## config.mk

```make
export PLATFORM = sky130hd
export DESIGN_NAME = supply_guard_seq
export DESIGN_NICKNAME = d
export VERILOG_FILES = /design/src/rtl/sgs_pkg.sv /design/src/rtl/sgs_sync.sv /design/src/rtl/sgs_timer.sv /design/src/rtl/sgs_ctrl.sv /design/src/rtl/supply_guard_seq.sv
export SDC_FILE = /design/constraint.sdc
export NUM_CORES = 1
export LEC_CHECK = 0
export BUFFER_PORTS_ARGS = -buffer_cell sky130_fd_sc_hd__buf_2
export CORE_MARGIN = 5
export CORE_UTILIZATION = 65
export CTS_BUF_LIST = sky130_fd_sc_hd__clkbuf_8
export CTS_CLUSTER_DIAMETER = 80
export DETAILED_ROUTE_END_ITERATION = 10
export GPL_TIMING_DRIVEN = 1
export PLACE_DENSITY = 0.85
export SLEW_MARGIN = 20
export SYNTH_ARGS = -nofsm -noshare
export SYNTH_HDL_FRONTEND = slang
export SYNTH_SLANG_ARGS = --single-unit
```

## constraint.sdc

```tcl
create_clock -name clk -period 3.3 [get_ports clk]
set_input_delay 0.825 -clock clk [delete_from_list [all_inputs] [get_ports clk]]
set_output_delay 0.825 -clock clk [all_outputs]
set_load 0.02 [all_outputs]
```

## src/rtl/sgs_pkg.sv

```systemverilog
package sgs_pkg;

  typedef enum logic [1:0] {
    ST_STANDBY = 2'd0,
    ST_OVCHECK = 2'd1,
    ST_STARTUP = 2'd2,
    ST_ON      = 2'd3
  } seqState_t;

  // strobes from control to the timer datapath
  typedef struct packed {
    logic cntClr;
    logic cntInc;
    logic selBlank;
  } tmrStrobe_t;

endpackage

```

## src/rtl/sgs_sync.sv

```systemverilog
module sgs_sync #(
  parameter int WIDTH = 1
) (
  input  logic             clk,
  input  logic             rstN,
  input  logic [WIDTH-1:0] asyncIn,
  output logic [WIDTH-1:0] syncOut
);

  logic [WIDTH-1:0] stage1;
  logic [WIDTH-1:0] stage2;

  always_ff @(posedge clk or negedge rstN) begin
    if (!rstN) begin
      stage1 <= '0;
      stage2 <= '0;
    end else begin
      stage1 <= asyncIn;
      stage2 <= stage1;
    end
  end

  assign syncOut = stage2;

endmodule

```

## src/rtl/sgs_timer.sv

```systemverilog
module sgs_timer
  import sgs_pkg::*;
#(
  parameter int START_CYCLES = 50000,
  parameter int BLANK_CYCLES = 50000
) (
  input  logic       clk,
  input  logic       rstN,
  input  tmrStrobe_t strobe,
  output logic       limitHit
);

  localparam int MAX_CYCLES = (START_CYCLES > BLANK_CYCLES) ? START_CYCLES : BLANK_CYCLES;
  localparam int CW = $clog2(MAX_CYCLES + 1);
  localparam logic [CW-1:0] START_LAST = CW'(START_CYCLES - 1);
  localparam logic [CW-1:0] BLANK_LAST = CW'(BLANK_CYCLES - 1);

  logic [CW-1:0] count;
  logic [CW-1:0] lastVal;

  always_ff @(posedge clk or negedge rstN) begin
    if (!rstN) begin
      count <= '0;
    end else if (strobe.cntClr) begin
      count <= '0;
    end else if (strobe.cntInc) begin
      count <= count + 1'b1;
    end
  end

  assign lastVal  = strobe.selBlank ? BLANK_LAST : START_LAST;
  assign limitHit = (count == lastVal);

  // a clear strobe always leaves the count at zero, no partial value kept
  a_r8_clear_zeroes: assert property (@(posedge clk) disable iff (!rstN)
    strobe.cntClr |=> (count == '0));

  // the count never runs beyond the longer of the two windows
  a_r2_no_overrun: assert property (@(posedge clk) disable iff (!rstN)
    count <= CW'(MAX_CYCLES));

endmodule

```

## src/rtl/sgs_ctrl.sv

```systemverilog
module sgs_ctrl
  import sgs_pkg::*;
(
  input  logic       clk,
  input  logic       rstN,
  input  logic       uvOk,
  input  logic       ovHi,
  input  logic       disReq,
  input  logic       limitHit,
  output tmrStrobe_t strobe,
  output logic       gateOn,
  output logic       flagAsserted
);

  seqState_t state;
  seqState_t stateNext;
  logic      healthy;

  assign healthy = uvOk && !ovHi && !disReq;

  always_comb begin
    stateNext       = state;
    strobe.cntClr   = 1'b1;
    strobe.cntInc   = 1'b0;
    strobe.selBlank = 1'b0;
    unique case (state)
      ST_STANDBY: begin
        if (healthy) begin
          if (limitHit) begin
            stateNext = ST_OVCHECK;
          end else begin
            strobe.cntClr = 1'b0;
            strobe.cntInc = 1'b1;
          end
        end
      end
      ST_OVCHECK: begin
        stateNext = healthy ? ST_STARTUP : ST_STANDBY;
      end
      ST_STARTUP: begin
        strobe.selBlank = 1'b1;
        if (!healthy) begin
          stateNext = ST_STANDBY;
        end else if (limitHit) begin
          stateNext = ST_ON;
        end else begin
          strobe.cntClr = 1'b0;
          strobe.cntInc = 1'b1;
        end
      end
      ST_ON: begin
        if (!healthy) stateNext = ST_STANDBY;
      end
      default: stateNext = ST_STANDBY;
    endcase
  end

  always_ff @(posedge clk or negedge rstN) begin
    if (!rstN) state <= ST_STANDBY;
    else       state <= stateNext;
  end

  // faults act on the outputs without waiting for a state change
  assign gateOn       = healthy && (state == ST_STARTUP || state == ST_ON);
  assign flagAsserted = !(healthy && state == ST_ON);

  // the flag is never released while the gate is off
  a_r3_flag_when_gate_off: assert property (@(posedge clk) disable iff (!rstN)
    !gateOn |-> flagAsserted);

  // startup is entered only through the overvoltage check
  a_r2_startup_via_check: assert property (@(posedge clk) disable iff (!rstN)
    $rose(state == ST_STARTUP) |-> $past(state == ST_OVCHECK));

  // the on state is reached only after blanking in startup
  a_r3_on_via_startup: assert property (@(posedge clk) disable iff (!rstN)
    $rose(state == ST_ON) |-> $past(state == ST_STARTUP));

  // a synchronized overvoltage keeps the gate off
  a_r4_ov_gate_off: assert property (@(posedge clk) disable iff (!rstN)
    ovHi |-> (!gateOn && flagAsserted));

  // a synchronized undervoltage keeps the gate off
  a_r5_uv_gate_off: assert property (@(posedge clk) disable iff (!rstN)
    !uvOk |-> (!gateOn && flagAsserted));

  // disable forces the gate off and never clears the flag
  a_r6_disable_gate_off: assert property (@(posedge clk) disable iff (!rstN)
    disReq |-> (!gateOn && flagAsserted));

endmodule

```

## src/rtl/supply_guard_seq.sv

```systemverilog
module supply_guard_seq
  import sgs_pkg::*;
#(
  parameter int START_CYCLES = 50000,
  parameter int BLANK_CYCLES = 50000,
  parameter bit OPEN_DRAIN   = 1'b1
) (
  input  logic clk,
  input  logic rstN,
  input  logic aboveUv,
  input  logic aboveOv,
  input  logic enN,
  output logic gateOn,
  output logic flagOut,
  output logic flagOe
);

  logic [2:0] rawIn;
  logic [2:0] syncIn;
  logic       disRaw;
  tmrStrobe_t strobe;
  logic       limitHit;
  logic       flagAsserted;

  // enable exists only in open-drain style; otherwise held at enabled
  assign disRaw = OPEN_DRAIN ? enN : 1'b0;
  assign rawIn  = {disRaw, aboveOv, aboveUv};

  sgs_sync #(.WIDTH(3)) u_sync (
    .clk     (clk),
    .rstN    (rstN),
    .asyncIn (rawIn),
    .syncOut (syncIn)
  );

  sgs_ctrl u_ctrl (
    .clk          (clk),
    .rstN         (rstN),
    .uvOk         (syncIn[0]),
    .ovHi         (syncIn[1]),
    .disReq       (syncIn[2]),
    .limitHit     (limitHit),
    .strobe       (strobe),
    .gateOn       (gateOn),
    .flagAsserted (flagAsserted)
  );

  sgs_timer #(
    .START_CYCLES (START_CYCLES),
    .BLANK_CYCLES (BLANK_CYCLES)
  ) u_timer (
    .clk      (clk),
    .rstN     (rstN),
    .strobe   (strobe),
    .limitHit (limitHit)
  );

  generate
    if (OPEN_DRAIN) begin : g_od
      assign flagOut = 1'b0;
      assign flagOe  = flagAsserted;
      // the pin is only ever pulled low, never driven high
      a_r9_od_low_only: assert property (@(posedge clk) disable iff (!rstN)
        flagOe |-> !flagOut);
    end else begin : g_pp
      assign flagOut = !flagAsserted;
      assign flagOe  = 1'b1;
      // push-pull keeps the pin driven at all times
      a_r10_pp_driven: assert property (@(posedge clk) disable iff (!rstN)
        flagOe);
    end
  endgenerate

endmodule

```

Word level (Yosys, flattened, before mapping)
Index checks and enable logic that the tools add are counted.
{"block": "word_totals", "ff_bits": 24, "latch_bits": 0, "ram_bits": 0, "rom_bits": 0, "inputBits": 5, "output_inout_bits": 3, "wordCells": 37, "mem_count": 0}
{"block": "classes", "add_sub_neg": 1, "mul": 0, "n_div": 0, "magnitude_cmp": 0, "eq_ne": 8, "shifts": 0, "muxes": 12, "bitwise": 0, "n_reduce_logical": 12}
{"operator": "16-bit two-way mux", "n": 2}
{"operator": "2-bit two-way mux", "n": 9}
{"operator": "16-bit by 1-bit adder with 16-bit output, second input constant", "n": 1}
{"operator": "16-bit equality test, second input constant", "n": 1}
{"operator": "2-bit case mux with 4 select lines", "n": 1}
{"operator": "2-bit equality test, second input constant", "n": 2}
{"operator": "1-bit logical AND", "n": 4}
{"operator": "2-bit inequality test, second input constant", "n": 2}
{"operator": "4-bit AND reduction", "n": 1}
{"operator": "1-bit logical NOT", "n": 3}
{"operator": "3-bit inequality test, second input constant", "n": 1}
{"operator": "2-bit by 1-bit equality test with 1-bit output, second input constant", "n": 1}
{"operator": "2-bit logical NOT", "n": 1}
{"operator": "2-bit by 1-bit inequality test with 1-bit output, second input constant", "n": 1}
{"operator": "2-bit nonzero test", "n": 1}
{"operator": "2-bit OR reduction", "n": 1}
{"operator": "1-bit logical OR", "n": 1}

Longest topological paths before layout
Gate-level depths: netlist (run 1).
{"block": "logic_depth", "ltp_word": 7, "ltp_mapped": 6, "mapped_depth_nobuf": 5}

Cells and area by module
From an unflattened synthesis (run 1), not the netlist that was laid out.
{"block": "unflattened", "cells_unflattened": 108, "hier_area_um2": 1167.4}
{"mod": "sgs_timer", "n_inst": 1, "cells_per_inst": 87, "area_per_inst_um2": 889.6, "seq_area_each_um2": 400.4}
{"mod": "sgs_sync", "n_inst": 1, "cells_per_inst": 6, "area_per_inst_um2": 150.1, "seq_area_each_um2": 150.1}
{"mod": "sgs_ctrl", "n_inst": 1, "cells_per_inst": 13, "area_per_inst_um2": 116.4, "seq_area_each_um2": 50.0}
{"mod": "supply_guard_seq", "n_inst": 1, "cells_per_inst": 2, "area_per_inst_um2": 11.3, "seq_area_each_um2": 0.0}

Least setup slack after synthesis (run 1)
OpenSTA, ideal clock, no wires.
{"block": "synth_path", "kind": "register -> output", "from": "register u_sync.stage2[1] (netlist: u_sync.syncOut[1])", "to": "output flagOe", "arrival_ns": 1.317, "t_required_ns": 2.475, "setup_slack_ns": 1.158, "stages_incl_launch_ff": 4, "n_path_buf": 0, "path_cell_list": "dfrtp_1 nor3b_1 and2_1 nand2_1"}
{"block": "synth_via", "elab_chain_cells": 5}
{"element": "from (decl)", "line": "sgs_sync.sv:11", "rtl": "logic [WIDTH-1:0] stage2;"}
{"element": "from (signal assigned)", "line": "sgs_sync.sv:19", "rtl": "stage2 <= stage1;"}
{"element": "1-bit logical NOT", "line": "sgs_ctrl.sv:19", "rtl": "assign healthy = uvOk && !ovHi && !disReq;"}
{"element": "1-bit logical AND (2 in a row)", "line": "sgs_ctrl.sv:19"}
{"element": "1-bit logical AND", "line": "sgs_ctrl.sv:65", "rtl": "assign flagAsserted = !(healthy && state == ST_ON);"}
{"element": "1-bit logical NOT", "line": "sgs_ctrl.sv:65"}
{"element": "to (decl)", "line": "supply_guard_seq.sv:15", "rtl": "output logic flagOe"}
No other way between the ends.

Final worst setup path (run 1)
Ends and elaborated chain as after synthesis.

==> flow_summary.json, run 1 <==
{
  "drt_first_iter_violations": 12,
  "synth.cell_area_um2": 1080,
  "cts_hold_buf": 0,
  "n_antenna_cell": 0,
  "power.density_cell_area_nw_per_um2": 412,
  "wire_length_of_the_first_global_routing_pass_um": 3180,
  "dieHeight_um": 50.8,
  "critical_path.cell_chain": "nor3b_1, and2_1, nand2_1, buf_2",
  "numClockSinks": 24,
  "floorplan.io_pins": 8,
  "place_hpwl_um": 1230,
  "clk_latency_ns": 0.25,
  "timing.fmax_ghz": 0.411,
  "clockRootBuffer": "sky130_fd_sc_hd__clkbuf_8",
  "holdCritStartpoint": "u_sync.stage1[2]",
  "max-cap-violations": 0,
  "worst_hold_path.endpoint": "u_sync.syncOut[2]",
  "seq_power_share_pct": 63.4,
  "timing.max_slew.rel_slack_pct": 56.5,
  "netlist.area_leader.share_pct": 55.4,
  "dieArea_um2": 2580,
  "grt.overflow.total": 0,
  "static-leakage-power_nw": 0.430,
  "crit_type": "reg2out",
  "setup.worst_path.start_class": "flip-flop",
  "initial_utilization_pct": 70.3,
  "finalClockSkew_ns": 0.00228,
  "core_outline_area_um2": 1540,
  "path_depth": 4,
  "cts_tree": "yes",
  "worstPathRequired_ns": 2.47,
  "finalWirelength_um": 1680,
  "critical_path_arrival_ns": 1.61,
  "fin_util_pct": 74.4,
  "dpl.cell_count": 116,
  "async_reset_ff_share_pct": 100,
  "edff_count_synth": 0,
  "cts_max_path_buffers": 2,
  "mappedNetlistNets": 102,
  "worstPathMaxFanout": 5,
  "ir_drop_mv": 0.292,
  "fin_cells": 119,
  "routed_wire_length_per_instance_um": 14.1,
  "synth_cell_types": 23,
  "crit_path_top_delay_cell": "sky130_fd_sc_hd__nor3b_1",
  "setup_repair_after_global_routing_missed_its_margin": "false",
  "synthesis_to_layout_area_growth_pct": 5.89,
  "setup-tns-final_ns": 0,
  "finalSetupViolCount": 0,
  "path_clk_slew_ns": 0.07,
  "synth-seq-area-share_pct": 55.4,
  "finalNetCount": 111,
  "worst_hold_path.num_cells": 0,
  "switching_power_uw": 90.6,
  "finalHoldViolCount": 0,
  "min-delay-path-class": "reg2reg",
  "vias_per_cell": 5.59,
  "netlist_instances": 96,
  "detailroute.via_count": 665,
  "comb_power_share_pct": 2.9,
  "aggregate_global_route_resource_usage_pct": 16.1,
  "h-tree-depth": 1,
  "cp_num_buf_inv": 1,
  "synth.most_common_cell": "sky130_fd_sc_hd__dfrtp_1",
  "rr_startpoint": "u_timer.count[0]",
  "drc": 0,
  "buffer_ports.inserted": 6,
  "total_iterations_of_the_first_detailed_routing_run": 2,
  "number_of_cells_on_the_worst_reg_to_reg_path": 5,
  "antenna_found_initial": 0,
  "period_minus_slack_ns": 2.43,
  "cts.repair_timing.setup_buffer_count": 0,
  "post-layout-total-power_uw": 473,
  "maxSlewViolCount": 0,
  "post_synth.cell_area_avg_um2": 11.3,
  "worst_hold_slack_ns": 0.352,
  "gp_routability_congestion": 0.840,
  "reg2reg_slack_ns": 1.38,
  "synth_common_cells": "sky130_fd_sc_hd__dfrtp_1 (24), sky130_fd_sc_hd__xnor2_1 (13), sky130_fd_sc_hd__nor2_2 (10)",
  "timing.rr.end": "u_timer.count[9]",
  "postRouteAntennaNets": 0,
  "count_of_synthesis_stage_warnings_from_yosys": 0,
  "synth.area.top_cells": "sky130_fd_sc_hd__dfrtp_1 (55%), sky130_fd_sc_hd__xnor2_1 (11%), sky130_fd_sc_hd__nor2_2 (5.8%)",
  "leading_area_contributor_after_synthesis": "sky130_fd_sc_hd__dfrtp_1",
  "layout_worst_path_cycle_share_pct": 73.7,
  "power.share.switching_pct": 19.2,
  "worst_setup_path_end_kind": "output pin",
  "synth_flop_cell": "sky130_fd_sc_hd__dfrtp_1",
  "critical-path-top-delay-family": "simple AND/OR/NAND/NOR gates",
  "power_report.internal_total_uw": 383,
  "cts_inserted_buffers": 3,
  "timing.critical_path.slowest_cell_delay_ns": 0.56,
  "dieWidth_um": 50.8,
  "worst-slew-pin-transition_ns": 0.651,
  "ys_seq_elements": 24,
  "final_layout_size_suffix_gt1_share_pct": 20.4,
  "post_cts_resized": 0,
  "via_count_of_the_first_global_routing_pass": 757,
  "placementRows": 14,
  "outcome": "complete, no violations",
  "grt_start_max_net_pins": 25,
  "power.share.clock_pct": 33.8
}
==> logic make-up (layout without fill, tap and decap cells) <==
| kind of cell | Yosys count | in the layout | synth area share (%) |
|---|---|---|---|
| XOR/XNOR | 14 | 14 | 11.3 |
| AND/OR/NAND/NOR | 48 | 48 | 26.7 |
| other | 1 | 1 | 0.346 |
| flip-flops | 24 | 24 | 55.4 |
| AO/OA/AOI/OAI | 2 | 2 | 1.15 |
| buffers and inverters | 6 | 13 | 3.93 |
| adder cells (fa/ha/maj) | 1 | 1 | 1.15 |
==> state kept, by name, indices dropped and copies added (netlist names) <==
name,count
u_sync.stage1,3
u_ctrl.state,2
u_timer.count,16
u_sync.syncOut,3
==> cells in the final DEF, fill, tap and decap left out <==
cell and instances:
sky130_fd_sc_hd__conb_1 1, sky130_fd_sc_hd__nand4_1 3, sky130_fd_sc_hd__nor2_1 9, sky130_fd_sc_hd__o21a_1 1, sky130_fd_sc_hd__nand2_1 5, sky130_fd_sc_hd__nand3_1 5
sky130_fd_sc_hd__or4b_1 1, sky130_fd_sc_hd__clkbuf_8 3, sky130_fd_sc_hd__inv_1 4, sky130_fd_sc_hd__and2_1 2, sky130_fd_sc_hd__nand3b_4 1, sky130_fd_sc_hd__ha_1 1
sky130_fd_sc_hd__o21ai_0 1, sky130_fd_sc_hd__or4_4 1, sky130_fd_sc_hd__xnor2_1 13, sky130_fd_sc_hd__nor3_1 4, sky130_fd_sc_hd__xor2_1 1, sky130_fd_sc_hd__nor4_1 3
sky130_fd_sc_hd__nand4bb_1 2, sky130_fd_sc_hd__nor3b_1 2, sky130_fd_sc_hd__buf_2 6, sky130_fd_sc_hd__dfrtp_1 24, sky130_fd_sc_hd__nor2_2 10
==> layer usage <==
metal / vias up / part of all wire (%) / global-route usage (%)
met5: - / 0 / 0
met4: 0 / 0.71 / 8.09
met3: 2 / 3.2 / 3.20
met2: 7 / 51 / 26.2
met1: 322 / 45 / 20.2
li1: 334 / - / -
==> worst register-to-register path: stages (launching register included) <==
cell                       delay, ns
sky130_fd_sc_hd__dfrtp_1        0.40
sky130_fd_sc_hd__ha_1           0.21
sky130_fd_sc_hd__nand3_1        0.27
sky130_fd_sc_hd__or4_4          0.60
sky130_fd_sc_hd__nand3b_4       0.23
sky130_fd_sc_hd__nor2_1         0.09
==> how the worst max path moves through the flow <==
stage / from / endpoint / slack, ns
2_1_floorplan: u_sync.syncOut[1] / flagOe / 1.16
3_3_place_gp: u_sync.syncOut[1] / flagOe / 1.20
3_5_place_dp: u_sync.syncOut[1] / flagOe / 1.14
4_1_cts: u_sync.syncOut[1] / flagOe / 0.86
5_1_grt: u_sync.syncOut[1] / flagOe / 0.77
6_report: u_sync.syncOut[1] / flagOe / 0.87
==> metrics by stage <==
stage | setup slack, ns | cell area, um2
6_report | 0.867 | 1150
5_1_grt | 0.766 | 1150
4_1_cts | 0.856 | 1150
3_5_place_dp | 1.14 | 1110
3_3_place_gp | 1.20 | 1110
2_1_floorplan | 1.16 | 1080
==> area by class of cell <==
cell class	count	area [um2]
timing repair buffer	6	30.0
tap	16	20.0
clock buffer	3	41.3
inverter	4	15.0
multi-input combinational	66	440
fill	114	394
sequential	24	601
==> power by group through the flow <==
stage	combinational (mW)	clock (mW)	sequential, mW
after global routing	0.0163	0.183	0.300
after detailed placement	0.0145	0	0.306
final	0.0137	0.160	0.300
after CTS	0.0145	0.165	0.300
after global placement	0.0139	0	0.305
after floorplan	0.00870	0	0.305
(Power assumes the default switching activity.)
==> inputs of run 2 (changes only) <==
- CORE_UTILIZATION: 65 -> 60
- PLACE_DENSITY: 0.85 -> 0.79
- clock period: 3.3 -> 2.27 ns (I/O delays scaled with it)
==> flow_summary.json, run 2 (synthesis results as in run 1) <==
{
  "rr_startpoint": "u_timer.count[12]",
  "grt_start_max_net_pins": 25,
  "postRouteAntennaNets": 0,
  "core_outline_area_um2": 1730,
  "most_flop_heavy_register": "u_timer.count",
  "synthesis_to_layout_area_growth_pct": 9.58,
  "floorplan.io_pins": 8,
  "buffer_ports.inserted": 6,
  "crit_path_top_delay_cell": "sky130_fd_sc_hd__dfrtp_1",
  "finalWirelength_um": 1710,
  "reg2reg_slack_ns": 0.44,
  "setup_repair_after_global_routing_missed_its_margin": "false",
  "numClockSinks": 24,
  "total_iterations_of_the_first_detailed_routing_run": 2,
  "worstPathMaxFanout": 5,
  "critical_path.cell_chain": "nor3b_1, buf_4, and2_1, nand2_1, buf_2",
  "final_common_cell": "sky130_fd_sc_hd__dfrtp_1",
  "max-cap-violations": 0,
  "timing.max_slew.rel_slack_pct": 65.8,
  "routed_wire_length_per_instance_um": 13.1,
  "static-leakage-power_nw": 0.447,
  "wire_length_of_the_first_global_routing_pass_um": 3140,
  "cts_tree": "yes",
  "place_hpwl_um": 1210,
  "antenna_found_initial": 0,
  "cts_hold_buf": 0,
  "gp_routability_congestion": 0.718,
  "clk_latency_ns": 0.27,
  "min-delay-path-class": "in2async",
  "dieWidth_um": 52.5,
  "dieArea_um2": 2760,
  "vias_per_cell": 5.29,
  "finalClockSkew_ns": 0.00488,
  "seqCellArea_um2": 601,
  "n_antenna_cell": 0,
  "finalHoldViolCount": 0,
  "grt.overflow.total": 0,
  "path_clk_slew_ns": 0.08,
  "outcome": "complete, no violations",
  "placed_area_um2": 1130,
  "finalSetupViolCount": 0,
  "worstPathRequired_ns": 1.70,
  "timing.rr.end": "u_timer.count[10]",
  "ir_drop_mv": 0.542,
  "filler_cell_count": 136,
  "finalNetCount": 113,
  "dieHeight_um": 52.5,
  "setup.worst_path.start_class": "flip-flop",
  "final_layout_size_suffix_gt1_share_pct": 22.6,
  "period_minus_slack_ns": 1.90,
  "placementRows": 15,
  "cts_max_path_buffers": 2,
  "drc": 0,
  "setup-tns-final_ns": 0,
  "post_cts_resized": 0,
  "worst-slew-pin-transition_ns": 0.513,
  "most_used_cells_in_the_layout_excluding_fill_and_tap_cells": "sky130_fd_sc_hd__dfrtp_1 (24), sky130_fd_sc_hd__xnor2_1 (13), sky130_fd_sc_hd__nor2_2 (10), sky130_fd_sc_hd__nor2_1 (9), sky130_fd_sc_hd__buf_2 (6)",
  "timing.critical_path.slowest_cell_delay_ns": 0.37,
  "timing.fmax_ghz": 0.526,
  "clockRootBuffer": "sky130_fd_sc_hd__clkbuf_8",
  "power.density_cell_area_nw_per_um2": 626,
  "cts.repair_timing.setup_buffer_count": 0,
  "initial_utilization_pct": 62.8,
  "cts_inserted_buffers": 3,
  "finalInstanceArea_um2": 1190,
  "crit_type": "reg2out",
  "drt_first_iter_violations": 1,
  "worst_hold_slack_ns": 0.263,
  "aggregate_global_route_resource_usage_pct": 16.0,
  "number_of_cells_on_the_worst_reg_to_reg_path": 4,
  "largest_reg_flops": 16,
  "multi_input_area_um2": 440,
  "worst_setup_path_end_kind": "output pin",
  "h-tree-depth": 1,
  "detailroute.via_count": 693,
  "via_count_of_the_first_global_routing_pass": 722,
  "layout_worst_path_cycle_share_pct": 83.7,
  "critical_path_arrival_ns": 1.33,
  "maxSlewViolCount": 0
}
-- run 2: cell types whose count changed in the layout (fill, tap and decap cells not counted), sizes merged --
cell / change
buf: +2
clkbuf: +1
-- run 2: per-stage QoR --
step | std cells | worst slack [ns] | total power [mW] | utilization (%)
2_1_floorplan | 96 | 0.385 | 0.456 | -
3_3_place_gp | 127 | 0.485 | 0.466 | 65.6
3_5_place_dp | 127 | 0.441 | 0.467 | 65.6
4_1_cts | 131 | 0.353 | 0.751 | 68.8
5_1_grt | 131 | 0.259 | 0.773 | 68.8
6_report | 131 | 0.369 | 0.743 | 68.8
-- run 2: cell type report --
type	instances	area share, %
clock buffer	4	4.64
sequential	24	50.6
timing repair buffer	8	3.79
multi-input combinational	66	37.1
inverter	4	1.26
tap	25	2.63
-- run 2: power by group --
part | internal, mW | total (mW) | switching [mW] | leakage (nW)
combinational | 0.00547 | 0.0212 | 0.0157 | 0.0970
clock | 0.155 | 0.286 | 0.132 | 0.0288
sequential | 0.433 | 0.436 | 0.00235 | 0.321
-- run 2: layer usage --
layer	vias up	track usage [%]	share of wire [%]
met4	0	11.9	3.3
met5	-	0	0
met1	344	19.2	48
li1	338	-	-
met3	4	2.85	1.8
met2	7	25.4	46
-- run 2: worst max path at each step --
stage / cells past startpoint / from / endpoint
after floorplan: 3 / u_sync.syncOut[1] / flagOe
after global placement: 4 / u_timer.count[10] / u_timer.count[9]
after detailed placement: 4 / u_timer.count[12] / u_timer.count[10]
after CTS: 5 / u_sync.syncOut[1] / flagOe
after global routing: 5 / u_sync.syncOut[1] / flagOe
final: 5 / u_sync.syncOut[1] / flagOe
-- run 2: critical path: cells and delay by family, from the launching register on --
family                 cells  cell delay (ns)
and+or+nand+nor            3             0.37
buffers and inverters      2             0.33
DFF                        1             0.37
==> inputs of run 3 (changes only) <==
- clock period: 2.27 -> 1.75 ns (I/O delays scaled with it)
==> flow_summary.json, run 3 (synthesis results as in run 1) <==
{
  "outcome": "complete, no violations",
  "vias_per_cell": 5.37,
  "h-tree-depth": 1,
  "place_hpwl_um": 1230,
  "layout_worst_path_cycle_share_pct": 99.1,
  "numClockSinks": 24,
  "top_layer_used": "met4",
  "cts_inserted_buffers": 3,
  "setup_repair_after_global_routing_missed_its_margin": "true",
  "timing.fmax_ghz": 0.576,
  "cts_tree": "yes",
  "length_of_routed_wiring_on_met1_um": 887,
  "worst_setup_path_end_kind": "flip-flop",
  "postRouteAntennaNets": 0,
  "wl_met3_um": 59,
  "period_minus_slack_ns": 1.74,
  "grt.overflow.total": 0,
  "max-cap-violations": 0,
  "gp_routability_congestion": 0.768,
  "drt_first_iter_violations": 11,
  "clk_latency_ns": 0.26,
  "worst_hold_slack_ns": 0.148,
  "final_common_cell": "sky130_fd_sc_hd__dfrtp_1",
  "ir_drop_mv": 0.782,
  "grt_start_max_net_pins": 25,
  "finalWirelength_um": 1850,
  "worstPathRequired_ns": 1.90,
  "most_flop_heavy_register": "u_timer.count",
  "routed-wl-met2_um": 883,
  "fin_util_pct": 70.7,
  "initial_utilization_pct": 62.8,
  "setup.worst_path.start_class": "flip-flop",
  "dieArea_um2": 2760,
  "timing.max_slew.rel_slack_pct": 65.2,
  "min-delay-path-class": "in2async",
  "drc": 0,
  "dieWidth_um": 52.5,
  "most_used_cells_in_the_layout_excluding_fill_and_tap_cells": "sky130_fd_sc_hd__dfrtp_1 (24), sky130_fd_sc_hd__xnor2_1 (13), sky130_fd_sc_hd__nor2_2 (10), sky130_fd_sc_hd__nor2_1 (9), sky130_fd_sc_hd__buf_2 (6)",
  "number_of_cells_on_the_worst_reg_to_reg_path": 4,
  "worst-slew-pin-transition_ns": 0.523,
  "maxSlewViolCount": 0,
  "floorplan.io_pins": 8,
  "finalHoldViolCount": 0,
  "routed_wire_length_per_instance_um": 13.8,
  "finalClockSkew_ns": 0.00194,
  "total_iterations_of_the_first_detailed_routing_run": 4,
  "path_clk_slew_ns": 0.08,
  "aggregate_global_route_resource_usage_pct": 16.3,
  "largest_reg_flops": 16,
  "critical_path_arrival_ns": 1.88,
  "static-leakage-power_nw": 0.460,
  "finalNetCount": 117,
  "placementRows": 15,
  "finalSetupViolCount": 0,
  "power.density_cell_area_nw_per_um2": 747,
  "final_layout_size_suffix_gt1_share_pct": 25.7,
  "placed_area_um2": 1160,
  "antenna_found_initial": 0,
  "crit_type": "reg2reg",
  "buffer_ports.inserted": 6,
  "n_antenna_cell": 0,
  "worstPathMaxFanout": 8,
  "cts_max_path_buffers": 2,
  "synthesis_to_layout_area_growth_pct": 12.7,
  "cts.repair_timing.setup_buffer_count": 0,
  "core_outline_area_um2": 1730,
  "finalInstanceArea_um2": 1220,
  "wire_length_of_the_first_global_routing_pass_um": 3230,
  "clockRootBuffer": "sky130_fd_sc_hd__clkbuf_8",
  "detailroute.via_count": 719,
  "dieHeight_um": 52.5,
  "via_count_of_the_first_global_routing_pass": 732
}
==> run 3: final timing paths <==
check | from | end | slack (ns)
min in group clk | aboveOv | u_sync.stage1[1] | 0.28
worst min register to register | u_sync.stage1[1] | u_sync.syncOut[1] | 0.35
worst max register to register | u_timer.count[10] | u_timer.count[10] | 0.01
max in group asynchronous | rstN | u_timer.count[9] | 1.26
worst min-delay path | rstN | u_sync.syncOut[2] | 0.15
worst max-delay path | u_timer.count[10] | u_timer.count[10] | 0.01
==> run 3: critical path, cell delays in order, from the launching register on <==
cell,delay (ns)
sky130_fd_sc_hd__dfrtp_1,0.39
sky130_fd_sc_hd__or4b_1,0.52
sky130_fd_sc_hd__or4_4,0.48
sky130_fd_sc_hd__nand3b_4,0.17
sky130_fd_sc_hd__nor2_1,0.07
==> run 3: per-stage QoR <==
step                      instances  TNS (ns)  worst slack [ns]  total power [mW]
after floorplan                  96         0           0.00138             0.593
after global placement          130         0            0.0237             0.604
after detailed placement        130    -0.120           -0.0294             0.606
after CTS                       134         0           0.00324             0.904
after global routing            134    -0.556           -0.0573             0.937
final                           134         0            0.0150             0.912
==> run 3: metal layers <==
metal,up-vias,GRT usage (%)
met5,-,0
met4,0,4.26
met3,4,4.27
met2,11,26.4
met1,352,21.5
li1,352,-
==> run 3: power breakdown <==
part	switching (mW)	leakage, nW	total [mW]	internal (mW)
combinational	0.0225	0.118	0.0311	0.00867
clock	0.162	0.0216	0.316	0.153
sequential	0.00353	0.321	0.566	0.562
==> run 3: final cells by class <==
class	count	area, um2
Timing Repair Buffer	11	67.6
Inverter	4	15.0
Multi-Input combinational cell	67	465
Fill cell	138	505
Tap cell	25	31.3
Sequential cell	24	601
Clock buffer	3	41.3
==> run 3: timing repair <==
action | in CTS | in global routing
gates resized for setup | 1 | 1
setup endpoints to repair | 13 | 16
hold buffers | 0 | 0
cloned | 1 | 0
pin swaps | 0 | 7
